==> src/rtl/ivc_pkg.sv <==
package ivc_pkg;

  localparam int REG_W = 32;

  // register groups decoded from address bits [7:4]
  localparam logic [3:0] GRP_CTRL = 4'h0;
  localparam logic [3:0] GRP_PEND = 4'h1;
  localparam logic [3:0] GRP_EN   = 4'h4;
  localparam logic [3:0] GRP_MASK = 4'h5;

  // word slots inside the control group, address bits [3:2]
  localparam logic [1:0] SLOT_VEC  = 2'd0;
  localparam logic [1:0] SLOT_PROT = 2'd2;
  localparam logic [1:0] SLOT_TRIG = 2'd3;

  typedef enum logic [1:0] {
    TRIG_LOW  = 2'b00,
    TRIG_HIGH = 2'b01,
    TRIG_FALL = 2'b10,
    TRIG_RISE = 2'b11
  } trig_e;

  // detection rule for the external pin
  function automatic logic trig_hit(trig_e mode, logic now, logic prev);
    logic hit;
    case (mode)
      TRIG_LOW:  hit = ~now;
      TRIG_HIGH: hit = now;
      TRIG_FALL: hit = prev & ~now;
      default:   hit = ~prev & now;
    endcase
    return hit;
  endfunction

  // vector word layout: source number shifted up by two
  function automatic logic [REG_W-1:0] vec_word(int unsigned idx);
    return REG_W'(idx) << 2;
  endfunction

endpackage

==> src/rtl/ivc_ext_detect.sv <==
module ivc_ext_detect
  import ivc_pkg::*;
(
  input  logic  clk,
  input  logic  rst_n,
  input  logic  ext_in,
  input  trig_e mode,
  output logic  hit
);

  logic ext_q;

  always_ff @(posedge clk) begin
    if (!rst_n) ext_q <= 1'b0;
    else        ext_q <= ext_in;
  end

  assign hit = trig_hit(mode, ext_in, ext_q);

  // an edge mode fires for a single cycle per transition
  p_edge_once_r10: assert property (@(posedge clk) disable iff (!rst_n)
    (mode[1] && hit) |=> (!hit || !$stable(mode)))
    else $error("edge detector fired twice");

endmodule

==> src/rtl/ivc_bank.sv <==
module ivc_bank #(
  parameter int W         = 32,
  parameter bit DROP_BIT0 = 1'b0
) (
  input  logic         clk,
  input  logic         rst_n,
  input  logic [W-1:0] req,
  input  logic         wr_pend,
  input  logic         wr_en,
  input  logic         wr_mask,
  input  logic [W-1:0] wdata,
  output logic [W-1:0] pend,
  output logic [W-1:0] en,
  output logic [W-1:0] msk,
  output logic [W-1:0] elig
);

  localparam logic [W-1:0] KEEP = DROP_BIT0 ? ~W'(1) : '1;

  always_ff @(posedge clk) begin
    if (!rst_n) begin
      pend <= '0;
      en   <= '0;
      msk  <= '0;
    end else begin
      if (wr_pend) pend <= pend & ~wdata;
      else         pend <= pend | req;
      if (wr_en)   en   <= wdata;
      if (wr_mask) msk  <= wdata;
    end
  end

  assign elig = pend & en & ~msk & KEEP;

  p_w1c_r3: assert property (@(posedge clk) disable iff (!rst_n)
    wr_pend |=> ((pend & $past(wdata)) == '0))
    else $error("pending bit survived a clear");

  p_level_set_r2: assert property (@(posedge clk) disable iff (!rst_n)
    !wr_pend |=> ((pend & $past(req)) == $past(req)))
    else $error("active source not latched");

  p_en_hold_r5: assert property (@(posedge clk) disable iff (!rst_n)
    !wr_en |=> $stable(en))
    else $error("enable changed without a write");

endmodule

==> src/rtl/ivc_prio_enc.sv <==
module ivc_prio_enc #(
  parameter int N  = 96,
  parameter int IW = $clog2(N)
) (
  input  logic [N-1:0]  elig,
  output logic [IW-1:0] idx
);

  // lowest set bit from 1 upward; bit 0 is never a candidate
  always_comb begin
    idx = '0;
    for (int i = N - 1; i >= 1; i--) begin
      if (elig[i]) idx = IW'(i);
    end
  end

endmodule

==> src/rtl/irq_vector_ctrl.sv <==
module irq_vector_ctrl
  import ivc_pkg::*;
#(
  parameter int NUM_BANKS = 3,
  localparam int BANK_W   = REG_W,
  localparam int NUM_SRC  = NUM_BANKS * BANK_W,
  localparam int IDX_W    = $clog2(NUM_SRC),
  localparam int ADDR_W   = 8
) (
  input  logic               clk,
  input  logic               rst_n,
  input  logic [NUM_SRC-1:0] irq_src,
  input  logic               ext_in,
  input  logic               priv,
  input  logic [ADDR_W-1:0]  addr,
  input  logic               wr_en,
  input  logic [REG_W-1:0]   wdata,
  output logic [REG_W-1:0]   rdata,
  output logic               irq_req
);

  // bank index lives in addr[3:2], so at most four banks fit the map
  logic [3:0] grp;
  logic [1:0] slot;
  logic       aligned;
  logic       blocked;
  logic       wr_ok;

  assign grp     = addr[7:4];
  assign slot    = addr[3:2];
  assign aligned = (addr[1:0] == 2'b00);

  logic  prot_q;
  trig_e mode_q;

  assign blocked = prot_q & ~priv;
  assign wr_ok   = wr_en & ~blocked & aligned;

  // external pin onto source 1
  logic ext_hit;
  ivc_ext_detect u_ext (
    .clk   (clk),
    .rst_n (rst_n),
    .ext_in(ext_in),
    .mode  (mode_q),
    .hit   (ext_hit)
  );

  logic [NUM_SRC-1:0] src_eff;
  assign src_eff = irq_src | (NUM_SRC'(ext_hit) << 1);

  logic [NUM_BANKS-1:0][BANK_W-1:0] req_b, pend_b, en_b, msk_b, elig_b;
  logic [NUM_BANKS-1:0] wp, we, wm;
  assign req_b = src_eff;

  for (genvar b = 0; b < NUM_BANKS; b++) begin : g_bank
    assign wp[b] = wr_ok & (grp == GRP_PEND) & (slot == 2'(b));
    assign we[b] = wr_ok & (grp == GRP_EN)   & (slot == 2'(b));
    assign wm[b] = wr_ok & (grp == GRP_MASK) & (slot == 2'(b));

    ivc_bank #(
      .W        (BANK_W),
      .DROP_BIT0(b == 0)
    ) u_bank (
      .clk    (clk),
      .rst_n  (rst_n),
      .req    (req_b[b]),
      .wr_pend(wp[b]),
      .wr_en  (we[b]),
      .wr_mask(wm[b]),
      .wdata  (wdata),
      .pend   (pend_b[b]),
      .en     (en_b[b]),
      .msk    (msk_b[b]),
      .elig   (elig_b[b])
    );
  end

  logic [NUM_SRC-1:0] elig_flat;
  logic [IDX_W-1:0]   vec_idx;
  assign elig_flat = elig_b;
  assign irq_req   = |elig_flat;

  ivc_prio_enc #(.N(NUM_SRC), .IW(IDX_W)) u_prio (
    .elig(elig_flat),
    .idx (vec_idx)
  );

  // control registers
  logic wr_ctrl;
  assign wr_ctrl = wr_ok & (grp == GRP_CTRL);

  always_ff @(posedge clk) begin
    if (!rst_n) begin
      prot_q <= 1'b0;
      mode_q <= TRIG_LOW;
    end else if (wr_ctrl) begin
      if (slot == SLOT_PROT) prot_q <= wdata[0];
      if (slot == SLOT_TRIG) mode_q <= trig_e'(wdata[1:0]);
    end
  end

  // read mux
  logic [REG_W-1:0] rd_raw;
  always_comb begin
    rd_raw = '0;
    if (aligned) begin
      case (grp)
        GRP_CTRL: begin
          case (slot)
            SLOT_VEC:  rd_raw = vec_word(32'(vec_idx));
            SLOT_PROT: rd_raw = {{(REG_W-1){1'b0}}, prot_q};
            SLOT_TRIG: rd_raw = {{(REG_W-2){1'b0}}, mode_q};
            default:   rd_raw = '0;
          endcase
        end
        GRP_PEND: for (int b = 0; b < NUM_BANKS; b++) if (slot == 2'(b)) rd_raw = pend_b[b];
        GRP_EN:   for (int b = 0; b < NUM_BANKS; b++) if (slot == 2'(b)) rd_raw = en_b[b];
        GRP_MASK: for (int b = 0; b < NUM_BANKS; b++) if (slot == 2'(b)) rd_raw = msk_b[b];
        default:  rd_raw = '0;
      endcase
    end
  end

  assign rdata = blocked ? '0 : rd_raw;

  p_req_vec_r4: assert property (@(posedge clk) disable iff (!rst_n)
    irq_req == (vec_idx != '0))
    else $error("request line disagrees with encoder");

  p_vec_pick_r6: assert property (@(posedge clk) disable iff (!rst_n)
    irq_req |-> elig_flat[vec_idx])
    else $error("vector names an ineligible source");

  p_blocked_r8: assert property (@(posedge clk) disable iff (!rst_n)
    (prot_q && !priv && wr_en) |=> ($stable(prot_q) && $stable(mode_q)))
    else $error("unprivileged write landed");

endmodule

==> config.mk <==
export PLATFORM = sky130hd
export DESIGN_NAME = irq_vector_ctrl
export DESIGN_NICKNAME = d
export VERILOG_FILES = /design/src/rtl/ivc_pkg.sv /design/src/rtl/ivc_ext_detect.sv /design/src/rtl/ivc_bank.sv /design/src/rtl/ivc_prio_enc.sv /design/src/rtl/irq_vector_ctrl.sv
export SDC_FILE = /design/constraint.sdc
export NUM_CORES = 1
export LEC_CHECK = 0
export BUFFER_PORTS_ARGS = -buffer_cell sky130_fd_sc_hd__buf_2
export CORE_MARGIN = 1.5
export CORE_UTILIZATION = 50
export DETAILED_ROUTE_END_ITERATION = 7
export PLACE_DENSITY = 0.7
export SLEW_MARGIN = 20
export SYNTH_ARGS = -nofsm -noshare
export SYNTH_HDL_FRONTEND = slang
export SYNTH_SLANG_ARGS = --single-unit
==> constraint.sdc <==
create_clock -name clk -period 2.93 [get_ports clk]
set_input_delay 0.586 -clock clk [delete_from_list [all_inputs] [get_ports clk]]
set_output_delay 0.586 -clock clk [all_outputs]
set_load 0.005 [all_outputs]
-- Word level (Yosys, flattened, before mapping)
Cells that the tools add are included.
W data, S select, Z words.
- output and inout port bits: 33
- register bits after elaboration: 292
- logic and storage cells: 178
- bitwise gates (word level): 39
- eq/ne operators: 8
- reductions and logical operators: 7
- multiplexer cells: 112
- operator list (cell ; count):
    $mux W7 ; 95
    $mux W32 ; 14
    $and A32 B32 Y32 ; 9
    $not A32 Y32 ; 4
    $pmux W32 S4 ; 1
    $or A32 B32 Y32 ; 3
    $or A96 B2 Y96 ; 1
    $reduce_or A95 Y1 ; 1
    $pmux W9 S3 ; 1
    $and A1 B1 Y1 ; 18
    $eq A4 B3 Y1 const B ; 2
    $eq A2 B2 Y1 const B ; 3
    $logic_not A2 Y1 ; 3
    $eq A2 B1 Y1 const B ; 2
    $eq A4 B1 Y1 const B ; 1
    $logic_not A4 Y1 ; 1
    $not A1 Y1 ; 4
    $reduce_and A2 Y1 ; 2
    $pmux W1 S3 ; 1

-- Longest topological paths before layout
Gate-level depths: netlist of the first run.
- depth in word-level cells: 101
- depth in mapped cells: 8
- gate-level depth less buffers: 7

-- Cells and area by module
Synthesis of the first run repeated with hierarchy kept, for this count alone.
- cells, all modules: 1960
- area total of the unflattened synthesis: 16598.4 um2
- by module, submodules not included (module ; seq. area each (um2) ; instances ; area an instance (um2) ; cells each):
    ivc_bank (g_bank[1].u_bank ...) ; 1921.8 ; 2 ; 3955.0 ; 407
    ivc_bank (g_bank[0].u_bank) ; 1921.8 ; 1 ; 3958.8 ; 407
    irq_vector_ctrl ; 60.1 ; 1 ; 3433.3 ; 517
    ivc_prio_enc ; 0.0 ; 1 ; 1243.7 ; 216
    ivc_ext_detect ; 20.0 ; 1 ; 52.6 ; 6

-- Least setup slack after synthesis of the first run
OpenSTA, ideal clock, no wires.
- path type: in2out
- start: input port addr[3]
- end: output port rdata[4]
- path buffers: 1
- slack: 0.445 ns
- arrival: 1.899 ns
- stages: 8
- cells stage by stage: buf_2 > nor2_1 > nand2_2 > nor2_4 > nand2_1 > or3_1 > nor2_1 > a211o_1
- longest elaborated chain between the ends: 7
- elaborated cells on any way between the ends: 17
- those cells by class: eq/ne (3); mux (13); reduce/logical (1)
- ends and longest elaborated chain (item ; line ; source):
    start, declared ; irq_vector_ctrl.sv:15 ; input logic [ADDR_W-1:0] addr,
    $logic_not A2 Y1 ; - ;
    $mux W32 (on tied branches) (3 in series) ; irq_vector_ctrl.sv:119, irq_vector_ctrl.sv:117, irq_vector_ctrl.sv:118 ;
    $pmux W32 S4 (*) ; irq_vector_ctrl.sv:108 ; case (grp)
    $mux W32 (*) ; irq_vector_ctrl.sv:107 ; if (aligned) begin
    $mux W32 (*) ; irq_vector_ctrl.sv:125 ; assign rdata = blocked ? '0 : rd_raw;
    end, declared ; irq_vector_ctrl.sv:18 ; output logic [REG_W-1:0] rdata,
Mark *: on every way between the ends. The rest lies on a longest branch, timed or not.

-- Worst setup path after layout of the first run
- start: register g_bank[2].u_bank.en[7]
- end: output port rdata[6]
- longest elaborated chain between the ends: 77
- ends and longest elaborated chain (item ; line ; source):
    start, declared ; ivc_bank.sv:13 ; output logic [W-1:0] en,
    start signal, assigned ; ivc_bank.sv:28 ; if (wr_en) en <= wdata;
    $and A32 B32 Y32 (2 in series) ; ivc_bank.sv:33 ; assign elig = pend & en & ~msk & KEEP;
    $mux W7 (71 in series) ; ivc_prio_enc.sv:13 ; if (elig[i]) idx = IW'(i);
    $pmux W9 S3 ; irq_vector_ctrl.sv:110 ; case (slot)
    $pmux W32 S4 ; irq_vector_ctrl.sv:108 ;
    $mux W32 ; irq_vector_ctrl.sv:107 ;
    $mux W32 ; irq_vector_ctrl.sv:125 ;
Every way passes these cells.

==> results by group, run 1 <==
Placement
  • DP Wirelength: roughly 40 mm
  • Gpl congestion: around 1.0
  • Buffers on Ports: 173
  • Placed insts: between 2,000 and 3,000

Synthesis
  • Seq/Total Area, Yosys: between 30% and 40%
  • Avg Cell Area, Syn: between 7 and 8 sq um
  • Synth warn: 0
  • Synth unique cells: 59
  • Mapped Nets: about 2,200
  • Top-area cell type share of the netlist area: roughly 37%
  • Mapped Cells: 2,100
  • Synth Cell Area: between 15,000 and 20,000 sq um
  • EDFF count, synth: 0
  • Synth area leaders: dfxtp_1 (37%), nand2_1 (15%), a21boi_0 (6.8%)
  • Asr flop ratio synth: 0%
  • Top cell type by total area after synthesis: dfxtp_1
  • Synth Flop Type: dfxtp_1
  • Register bit total from synthesis: roughly 290

Run status
  • Outcome: finished with violations
  • Failing checks: negative setup slack

Final layout
  • Most frequent cells in the layout: nand2_1 (648), dfxtp_1 (268), buf_2 (171)
  • Most common cell after layout, fill and taps aside: nand2_1
  • Share of layout cells above drive strength 1: a little under a fifth
  • Core Util, Final: 59.8%
  • Final std cells w/o fill: between 2,000 and 3,000
  • # diodes: 0
  • NumNets Final: about 2,400
  • Fillers: approximately 2,900
  • Area delta synth->final: 18.1%

Detailed routing
  • Iter 0 DRT Violations: ~1,700
  • Post-DRT Antenna Nets: 0
  • First-pass iteration count of the detailed router: 8
  • # DRC: 0
  • Routed wire per std cell: roughly 22 um
  • Via count: 16,300
  • Post-DR vias/cell: around 6.2
  • Detailed Route WL: a little under 60 mm

Floorplanning
  • Starting Density: between 50 and 60%
  • Standard-cell rows: between 60 and 70
  • DIE AREA: about 33,000 sq um
  • Core region area: 31,400 sq um
  • DIE HEIGHT: around 180 um
  • Die width: around 180 um
  • Num ports: about 170

Global route
  • First-pass GRT wire length: between 80 and 90 mm
  • Initial antenna violation count: 0
  • Total GRT Usage: 34.8%
  • Number of global-route vias before repair: ~15,000
  • Grt ovf: 0
  • Largest net degree at the start of global routing: just under 90

Timing
  • Crit share post-route: 108%
  • Worst hold slack: a little over 0.3 ns
  • Final hold violation count: 0
  • RSZ-0062 raised after global routing: true
  • Post-route minimum period: roughly 3.2 ns
  • Fin. max-slew vios: 0
  • Max Clock Skew: roughly 0.016 ns
  • Setup-failing EPs final: 8
  • FMAX: ~320 MHz
  • Worst slew margin: 30.2%
  • Worst Tran Pin Value: approximately 1.0 ns
  • Final worst setup slack: -0.227 ns

Critical path
  • Worst setup path class: reg2out
  • Slowest cell delay on critical path: between 0.3 and 0.4 ns
  • CP Cell Sequence: and3b_2 > or2_4 > nor4_4 > o211ai_1 > a31oi_2 > o21ai_2 > a31oi_1 > buf_2
  • CP startpoint kind: flip-flop
  • Crit-path max FO: 4
  • CP Capture Type: output pin
  • CP max-delay cell: dfxtp_1
  • Endpoint arrival time on the critical path: approximately 2.6 ns
  • WP data required: 2.34 ns

Pwr
  • Maximum VDD drop: approximately 0.00041 V
  • Cell area power density: ~480 nW/um^2
  • Pleak: around 0.0072 uW

Clocking
  • CTS sink cnt: roughly 300
  • Clk_lat worst skew: roughly 0.52 ns
  • CTS tree: yes
  • # hold bufs at CTS: 0
  • H-tree lvl count: 2
  • Clock Pin Slew Worst Setup and Hold Paths: approximately 0.06 ns
  • TritonCTS Buffers: 34
  • CTS Root Cell: clkbuf_16
  • Clk buf depth: 3

Worst hold path
  • Hold WC Path Type: in2reg

Flow run
  • Max cap viols: 0
[flip-flops by register name (all words and copies together), names as in the netlist]
name / cells
g_bank.u_bank.pend: 96
g_bank.u_bank.en: 96
g_bank.u_bank.msk: 96
prot_q: 1
mode_q: 2
u_ext.ext_q: 1
[cells in the mapped netlist (5+ instances only)]
| cell | instances |
|---|---|
| and3b_2 | 6 |
| nand4_1 | 18 |
| nand3b_1 | 80 |
| buf_2 | 31 |
| buf_4 | 5 |
| a21boi_0 | 143 |
| clkbuf_1 | 129 |
| and2_1 | 8 |
| nand2b_1 | 9 |
| nor2_1 | 41 |
| o21ai_0 | 114 |
| a22oi_1 | 124 |
| nand3_1 | 19 |
| a211oi_1 | 6 |
| a21boi_1 | 50 |
| a21oi_1 | 47 |
| and3b_1 | 21 |
| nand2_1 | 650 |
| nor3_1 | 13 |
| o211ai_1 | 7 |
| inv_1 | 11 |
| a31oi_1 | 12 |
| mux2i_1 | 99 |
| dfxtp_1 | 292 |
| nor2b_1 | 99 |
[timing repair]
item / CTS / global route
pin swaps: 25 / 18
setup buffers: 9 / 15
resized for setup: 42 / 33
endpoints found under the setup margin: 8 / 8
[cells by family after synthesis]
logic type	after synthesis	share of synthesized area [%]
flops	292	36.8
buf+inv	180	4.61
compound gates	534	22.7
simple gates	993	29.6
mux	99	6.23
xor+xnor	2	0.110
[worst max-delay path: cells and delay by family, from the launching register on]
kind,cells,cell delay [ns]
buffers and inverters,1,0.15
AND/OR/NAND/NOR,3,0.79
AO/OA/AOI/OAI,4,0.77
flip-flops,1,0.33
[path summary, 6_finish.rpt]
| check | depth (start not counted) | startpoint | to | slack [ns] |
|---|---|---|---|---|
| hold reg to reg | 2 | g_bank[2].u_bank.msk[19] | g_bank[2].u_bank.msk[19] | 0.46 |
| setup reg to reg | 7 | prot_q | g_bank[1].u_bank.msk[14] | 0.64 |
| setup / recovery | 8 | g_bank[2].u_bank.en[7] | rdata[6] | -0.23 |
| hold / removal | 2 | ext_in | u_ext.ext_q | 0.31 |
[power breakdown]
group	leakage [uW]	internal (uW)	switching [uW]
sequential	0.00239	4070	99.1
clock	0.000520	2500	1690
combinational	0.00433	299	387
[through the flow]
step / worst slack, ns / power (uW) / setup TNS (ns) / cell area (sq um)
finish: -0.227 / 9050 / -1.33 / 18800
global route: -0.288 / 9290 / -1.86 / 18800
CTS: -0.222 / 9050 / -1.28 / 18500
detailed placement: -0.0273 / 4920 / -0.0273 / 17300
global placement: -0.0366 / 4900 / -0.0366 / 17300
floorplan: 0.445 / 4630 / 0 / 15900
[routing by layer]
layer | wire length [um] | track usage, %
met4 | 2700 | 17.0
met3 | 5130 | 5.79
met2 | 27300 | 56.4
met1 | 24100 | 44.8
met5 | 0 | 0
[cell type report]
| type | count | area [sq um] | share of cell area, % |
|---|---|---|---|
| timing repair buffer | 269 | 1730 | 9.21 |
| inverter | 11 | 41.3 | 0.220 |
| tap | 402 | 503 | 2.68 |
| clock buffer | 48 | 985 | 5.25 |
| sequential | 292 | 5880 | 31.3 |
| multi-input combinational | 1628 | 9550 | 50.9 |
| clock inverter | 6 | 88.8 | 0.473 |
Power figures use the tool's default switching activity.
==> run 2: changes to the inputs <==
- PLACE_DENSITY: 0.7 -> 0.72
- clock period: 2.93 -> 2.7 ns (I/O delays scaled with it)
==> run 2 against run 1 <==
Effect of this change:
- the run still ends with negative setup slack left
- sequential share of layout area fell by 0.89 points
- critical path depth rose by 1
- routed wire length fell by 0.25%
- via count rose by 0.81%
- clock power rose by 14%
- first-iteration DRC count rose by 2.7%
- final cell count rose by 1.8%
- die area did not move
- count of clock-buffer cells in the layout did not move
- hold slack got worse by 0.053 ns
- global-route usage rose by 0.49 points
- non-clock buffer count rose by 42
- critical path type unchanged
- largest cell class unchanged
- largest power group unchanged
==> results by group, run 2 (synthesis gave the netlist of run 1 again) <==
Run status
  • Outcome: finished with violations (unchanged)
  • Failing checks: negative setup slack (unchanged)

Timing
  • Worst Tran Pin Value: 0.606 ns (was 1.05 ns)
  • FMAX: 314 MHz
  • Setup-failing EPs final: 8 (unchanged)
  • Final worst setup slack: -0.482 ns (was -0.227 ns)
  • Worst hold slack: 0.259 ns (was 0.312 ns)
  • Post-route minimum period: around 3.2 ns
  • RSZ-0062 raised after global routing: true (unchanged)
  • Worst slew margin: 59.6% (was 30.2%)
  • Final hold violation count: 0 (unchanged)
  • Max Clock Skew: 0.00660 ns (was 0.0161 ns)
  • Crit share post-route: 118%
  • Fin. max-slew vios: 0 (unchanged)

Critical path
  • Slowest cell delay on critical path: 0.34 ns (was 0.33 ns)
  • Crit-path max FO: 3 (was 4)
  • Reg2reg setup slack: 0.46 ns (was 0.64 ns)
  • CP max-delay cell: nor4b_4 (was dfxtp_1)
  • WP depth: 9 (was 8)
  • CP startpoint kind: flip-flop (unchanged)
  • FF-to-FF Start: prot_q (unchanged)
  • Crit path max-delay family: simple AND/OR/NAND/NOR gates (unchanged)
  • Worst Path Buf+Inv: 2 (was 1)
  • Endpoint arrival time on the critical path: 2.64 ns (was 2.57 ns)
  • WP data required: 2.16 ns (was 2.34 ns)
  • Depth of the worst register-to-register path: 8 (was 7)
  • CP Capture Type: output pin (unchanged)
  • Reg-to-reg endpoint: g_bank[1].u_bank.pend[3] (was g_bank[1].u_bank.msk[14])
  • Worst setup path class: reg2out (unchanged)
  • CP Cell Sequence: and3b_2 > nor4b_4 > nand4b_1 > o211ai_1 > a31oi_1 > buf_4 > o21ai_4 > a31oi_2 > buf_2 (was and3b_2 > or2_4 > nor4_4 > o211ai_1 > a31oi_2 > o21ai_2 > a31oi_1 > buf_2)

Final layout
  • NumNets Final: 2,419 (was 2,377)
  • Most common cell after layout, fill and taps aside: nand2_1 (unchanged)
  • Core Util, Final: 61.4% (was 59.8%)
  • Area delta synth->final: 21.2% (was 18.1%)
  • Largest registers: g_bank.u_bank.en (96), g_bank.u_bank.msk (96), g_bank.u_bank.pend (96) (unchanged)
  • Fillers: 2,806 (was 2,906)
  • Share of layout cells above drive strength 1: 19.6% (was 18.2%)
  • Most frequent cells in the layout: nand2_1 (647), dfxtp_1 (280), buf_2 (171) (was nand2_1 (648), dfxtp_1 (268), buf_2 (171))

Clocking
  • TritonCTS Buffers: 34 (unchanged)
  • CTS tree: yes (unchanged)
  • Clk buf depth: 3 (unchanged)
  • CTS sink cnt: 292 (unchanged)
  • CTS Root Cell: clkbuf_16 (unchanged)
  • Clock Pin Slew Worst Setup and Hold Paths: 0.06 ns (about the same)
  • H-tree lvl count: 2 (unchanged)
  • Clk_lat worst skew: 0.51 ns (was 0.52 ns)

Floorplanning
  • Num ports: 174 (unchanged)
  • Standard-cell rows: 65 (unchanged)
  • Core region area: 31,400 sq um (unchanged)
  • DIE AREA: 32,900 sq um (unchanged)
  • DIE HEIGHT: 181 um (unchanged)
  • Die width: 181 um (unchanged)
  • Starting Density: 50.6% (unchanged)

Worst hold path
  • Hold WC Path Type: in2reg (unchanged)
  • WHS Path Cells: 2 (unchanged)
  • Hold Path End: u_ext.ext_q (unchanged)
  • Hold Startpoint: ext_in (unchanged)

Detailed routing
  • Routed wire per std cell: 21.8 um (was 22.3 um)
  • # DRC: 0 (unchanged)
  • Detailed Route WL: 59.0 mm (was 59.1 mm)
  • Post-DRT Antenna Nets: 0 (unchanged)
  • First-pass iteration count of the detailed router: 5 (was 8)
  • Iter 0 DRT Violations: 1,737 (was 1,692)
  • Via count: 16,500 (was 16,300)
  • Post-DR vias/cell: 6.10 (was 6.16)

Placement
  • DP Wirelength: 39.6 mm (was 40.0 mm)
  • Buffers on Ports: 173 (unchanged)
  • Gpl congestion: 1.03 (was 1.01)

Global route
  • Grt ovf: 0 (unchanged)
  • First-pass GRT wire length: 90.5 mm (was 88.8 mm)
  • Initial antenna violation count: 0 (unchanged)
  • Largest net degree at the start of global routing: 81 (was 88)
  • Total GRT Usage: 35.2% (was 34.8%)
  • Number of global-route vias before repair: 15,900 (was 15,300)

Pwr
  • Cell area power density: 523 nW/um^2 (was 482 nW/um^2)
  • Maximum VDD drop: 0.000406 V (was 0.000414 V)
  • Power, Total: 10,100 uW (was 9050 uW)
  • Pleak: 0.00751 uW (was 0.00724 uW)

Flow run
  • Max cap viols: 0 (unchanged)
run 2: cell types whose count changed in the layout (fill, tap and decap cells not counted), moves of 2 or more:
cell	change
buf_12	+6
a31oi_1	+2
clkinv_2	+6
a31oi_2	-2
o21ai_0	-2
clkbuf_16	+2
nor4_4	+2
buf_4	+36
dfxtp_1	+12
dfxtp_2	-12
clkinvlp_4	-2
nor4_2	-3
run 2: what timing repair did:
action	in CTS	in global routing
hold endpoints to repair	0	0
endpoints found under the setup margin	8	8
hold buffers	0	0
pin swaps	26	25
setup buffers	16	12
gates resized for setup	56	16
run 2: where the power goes:
| part | leakage (uW) | switching [uW] | internal, uW | total [uW] |
|---|---|---|---|---|
| Combinational | 0.00455 | 430 | 346 | 777 |
| Sequential | 0.00239 | 104 | 4420 | 4520 |
| Clock | 0.000573 | 1870 | 2910 | 4780 |
run 2: stage by stage:
| step | worst slack, ns | instances | TNS, ns | instance area (sq um) |
|---|---|---|---|---|
| finish | -0.482 | 2704 | -3.05 | 19300 |
| CTS | -0.360 | 2692 | -2.36 | 19100 |
| floorplan | 0.307 | 2100 | 0 | 15900 |
| global placement | -0.102 | 2618 | -0.128 | 17700 |
| global route | -0.542 | 2703 | -3.48 | 19300 |
| detailed placement | -0.175 | 2618 | -0.234 | 17700 |
run 2: final cells by class:
cell class	instances	area, sq um	area share (%)
clock inverters	11	134	0.695
multi-input cells	1628	9590	49.8
flip-flops and latches	292	5860	30.4
diodes	1	2.50	0.0130
clock buffers	48	1020	5.28
inverters	11	41.3	0.214
well taps	402	503	2.61
repair buffers	311	2120	11.0
run 2: per-layer routing:
layer  share of wire (%)  global-route usage [%]  vias to the layer above
met5                   0                       0                        -
met1                  41                    44.9                     7808
met3                 8.6                    5.81                      212
li1                    -                       -                     7579
met2                  45                    57.6                      882
met4                 5.1                    18.0                        0
run 2: worst max path at each step:
stage / startpoint / end / slack, ns
global placement: g_bank[2].u_bank.msk[19] / rdata[6] / -0.10
finish: g_bank[2].u_bank.msk[17] / rdata[6] / -0.48
global route: g_bank[2].u_bank.msk[17] / rdata[6] / -0.54
floorplan: addr[3] / rdata[4] / 0.31
detailed placement: g_bank[2].u_bank.msk[19] / rdata[6] / -0.17
CTS: g_bank[2].u_bank.msk[17] / rdata[5] / -0.36
run 2: worst register-to-register path, cell delays in order, from the launching register on:
cell	delay, ns
dfxtp_1	0.31
inv_1	0.10
o21a_1	0.21
buf_4	0.21
nand4b_1	0.33
or2_1	0.34
buf_4	0.26
a22oi_1	0.27
nor2b_1	0.10
==> run 3: changes to the inputs <==
- PLACE_DENSITY: 0.72 -> default
- PLACE_DENSITY_LB_ADDON: default -> 0.15
==> run 3 against run 2 <==
Effect of this change:
- the flow still finishes with violations (negative setup slack)
- routed wire length increased by 2.9%
- clock skew is 0.025 ns higher
- sequential share of layout area shrank 0.13 points
- via count increased by 0.56%
- setup slack improved by 0.080 ns
- first-iteration DRC count grew 11%
- hold slack improved by 0.0017 ns
- final cell count grew 1.0%
- power fell by 2.3%
- critical endpoint is now rdata[3]
==> results by group, run 3 (synthesis gave the netlist of run 1 again) <==
Clocking
  • CTS tree: yes (unchanged)
  • CTS sink cnt: 292 (unchanged)
  • CTS Root Cell: clkbuf_16 (unchanged)
  • Clk buf depth: 3 (unchanged)
  • TritonCTS Buffers: 34 (unchanged)
  • Clk_lat worst skew: 0.53 ns (was 0.51 ns)
  • Clock Pin Slew Worst Setup and Hold Paths: 0.06 ns (about the same)
  • H-tree lvl count: 2 (unchanged)

Detailed routing
  • First-pass iteration count of the detailed router: 6 (was 5)
  • Post-DR vias/cell: 6.07 (was 6.10)
  • Post-DRT Antenna Nets: 0 (unchanged)
  • Routed wire per std cell: 22.2 um (was 21.8 um)
  • Iter 0 DRT Violations: 1,931 (was 1,737)
  • Via count: 16,600 (was 16,500)
  • Detailed Route WL: 60.7 mm (was 59.0 mm)
  • # DRC: 0 (unchanged)

Floorplanning
  • DIE AREA: 32,900 sq um (unchanged)
  • Standard-cell rows: 65 (unchanged)
  • Starting Density: 50.6% (unchanged)
  • Die width: 181 um (unchanged)
  • Num ports: 174 (unchanged)
  • Core region area: 31,400 sq um (unchanged)
  • DIE HEIGHT: 181 um (unchanged)

Placement
  • Buffers on Ports: 173 (unchanged)
  • Placed Instance Area: 17,900 sq um (was 17,700 sq um)
  • Gpl congestion: 1.00 (was 1.03)
  • DP Wirelength: 40.7 mm (was 39.6 mm)

Critical path
  • CP startpoint kind: flip-flop (unchanged)
  • Reg2reg setup slack: 0.47 ns (was 0.46 ns)
  • Reg-to-reg endpoint: g_bank[1].u_bank.pend[1] (was g_bank[1].u_bank.pend[3])
  • CP Capture Type: output pin (unchanged)
  • WP data required: 2.16 ns (about the same)
  • Crit-path max FO: 3 (unchanged)
  • Depth of the worst register-to-register path: 8 (unchanged)
  • End of the critical path: rdata[3] (was rdata[6])
  • Worst setup path class: reg2out (unchanged)
  • FF-to-FF Start: prot_q (unchanged)
  • Endpoint arrival time on the critical path: 2.56 ns (was 2.64 ns)
  • Worst setup path start: g_bank[2].u_bank.msk[6] (was g_bank[2].u_bank.msk[17])

Final layout
  • NumNets Final: 2,447 (was 2,419)
  • Core Util, Final: 61.8% (was 61.4%)
  • Most common cell after layout, fill and taps aside: nand2_1 (unchanged)
  • Final instance area: 19,400 sq um (was 19,300 sq um)
  • Area delta synth->final: 22.0% (was 21.2%)
  • # diodes: 0 (was 1)
  • Largest registers: g_bank.u_bank.en (96), g_bank.u_bank.msk (96), g_bank.u_bank.pend (96) (unchanged)
  • Most frequent cells in the layout: nand2_1 (650), dfxtp_1 (272), buf_2 (171) (was nand2_1 (647), dfxtp_1 (280), buf_2 (171))
  • Share of layout cells above drive strength 1: 20.7% (was 19.6%)

Timing
  • Worst slew margin: 18.8% (was 59.6%)
  • Post-route minimum period: 3.10 ns (was 3.18 ns)
  • Setup TNS: -3.98 ns (was -3.05 ns)
  • Final hold violation count: 0 (unchanged)
  • RSZ-0062 raised after global routing: true (unchanged)
  • Max Clock Skew: 0.0313 ns (was 0.00660 ns)
  • Crit share post-route: 115% (was 118%)
  • Final worst setup slack: -0.402 ns (was -0.482 ns)
  • Worst Tran Pin Value: 1.21 ns (was 0.606 ns)
  • Fin. max-slew vios: 0 (unchanged)
  • Setup-failing EPs final: 32 (was 8)
  • FMAX: 322 MHz (was 314 MHz)

Global route
  • Initial antenna violation count: 0 (unchanged)
  • Grt ovf: 0 (unchanged)
  • Largest net degree at the start of global routing: 87 (was 81)
  • Number of global-route vias before repair: 15,800 (was 15,900)
  • First-pass GRT wire length: 91.7 mm (was 90.5 mm)
  • Total GRT Usage: 36.1% (was 35.2%)

Run status
  • Failing checks: negative setup slack (unchanged)
  • Outcome: finished with violations (unchanged)

Worst hold path
  • WHS Path Cells: 2 (unchanged)
  • Hold WC Path Type: in2reg (unchanged)

Flow run
  • Max cap viols: 0 (unchanged)

Pwr
  • Maximum VDD drop: 0.000467 V (was 0.000406 V)
  • Cell area power density: 508 nW/um^2 (was 523 nW/um^2)
  • Pleak: 0.00762 uW (was 0.00751 uW)
## run 3: changes by cell type in the layout (fill, tap and decap cells not counted), sizes merged
cell / delta
buf: +28
bufinv: -2
diode: -1
clkinv: -3
clkbuf: +3
clkinvlp: +2
## run 3: worst min path at each step
stage	from	endpoint	slack, ns
global placement	g_bank[2].u_bank.msk[30]	g_bank[2].u_bank.msk[30]	0.45
finish	ext_in	u_ext.ext_q	0.26
detailed placement	g_bank[2].u_bank.msk[4]	g_bank[2].u_bank.msk[4]	0.46
CTS	ext_in	u_ext.ext_q	0.26
global route	ext_in	u_ext.ext_q	0.27
floorplan	g_bank[1].u_bank.msk[31]	g_bank[1].u_bank.msk[31]	0.44
## run 3: repair_timing
item | 4_1_cts | 5_1_grt
hold buffers | 0 | 0
pin swaps | 29 | 30
cloned | 0 | 0
buffers inserted | 12 | 8
setup endpoints to repair | 26 | 32
gates resized for setup | 53 | 27
## run 3: layout make-up
class | count | area (sq um)
well taps | 402 | 503
inverters | 11 | 41.3
flip-flops and latches | 292 | 5870
repair buffers | 339 | 2310
multi-input cells | 1628 | 9590
clock inverters | 8 | 73.8
fillers | 2877 | 12000
clock buffers | 51 | 996
## run 3: per-layer routing
metal  global-route usage [%]  share of wire (%)
met1                     46.4                 41
met2                     60.1                 46
met3                     5.20                8.8
met4                     16.0                4.5
met5                        0                  0
## run 3: metrics by stage
stage                     cells  hold slack, ns  power, uW  setup WS [ns]
after floorplan            2100           0.442       5020          0.307
after global placement     2652           0.451       5390         -0.133
after detailed placement   2652           0.456       5400         -0.107
after CTS                  2723           0.255       9830         -0.357
after global routing       2731           0.271      10100         -0.436
final                      2731           0.260       9840         -0.402
## run 3: worst max-delay path: stages, from the launching register on
cell,delay [ns]
dfxtp_2,0.32
and3b_2,0.23
buf_6,0.12
o211ai_1,0.26
a31oi_1,0.16
nor4_1,0.24
o211ai_1,0.17
a21oi_2,0.24
o22ai_2,0.13
buf_2,0.15
## run 3: power by group
group / total, uW / switching, uW / internal [uW]
registers: 4510 / 97.0 / 4420
clock network: 4510 / 1870 / 2650
logic: 816 / 450 / 366
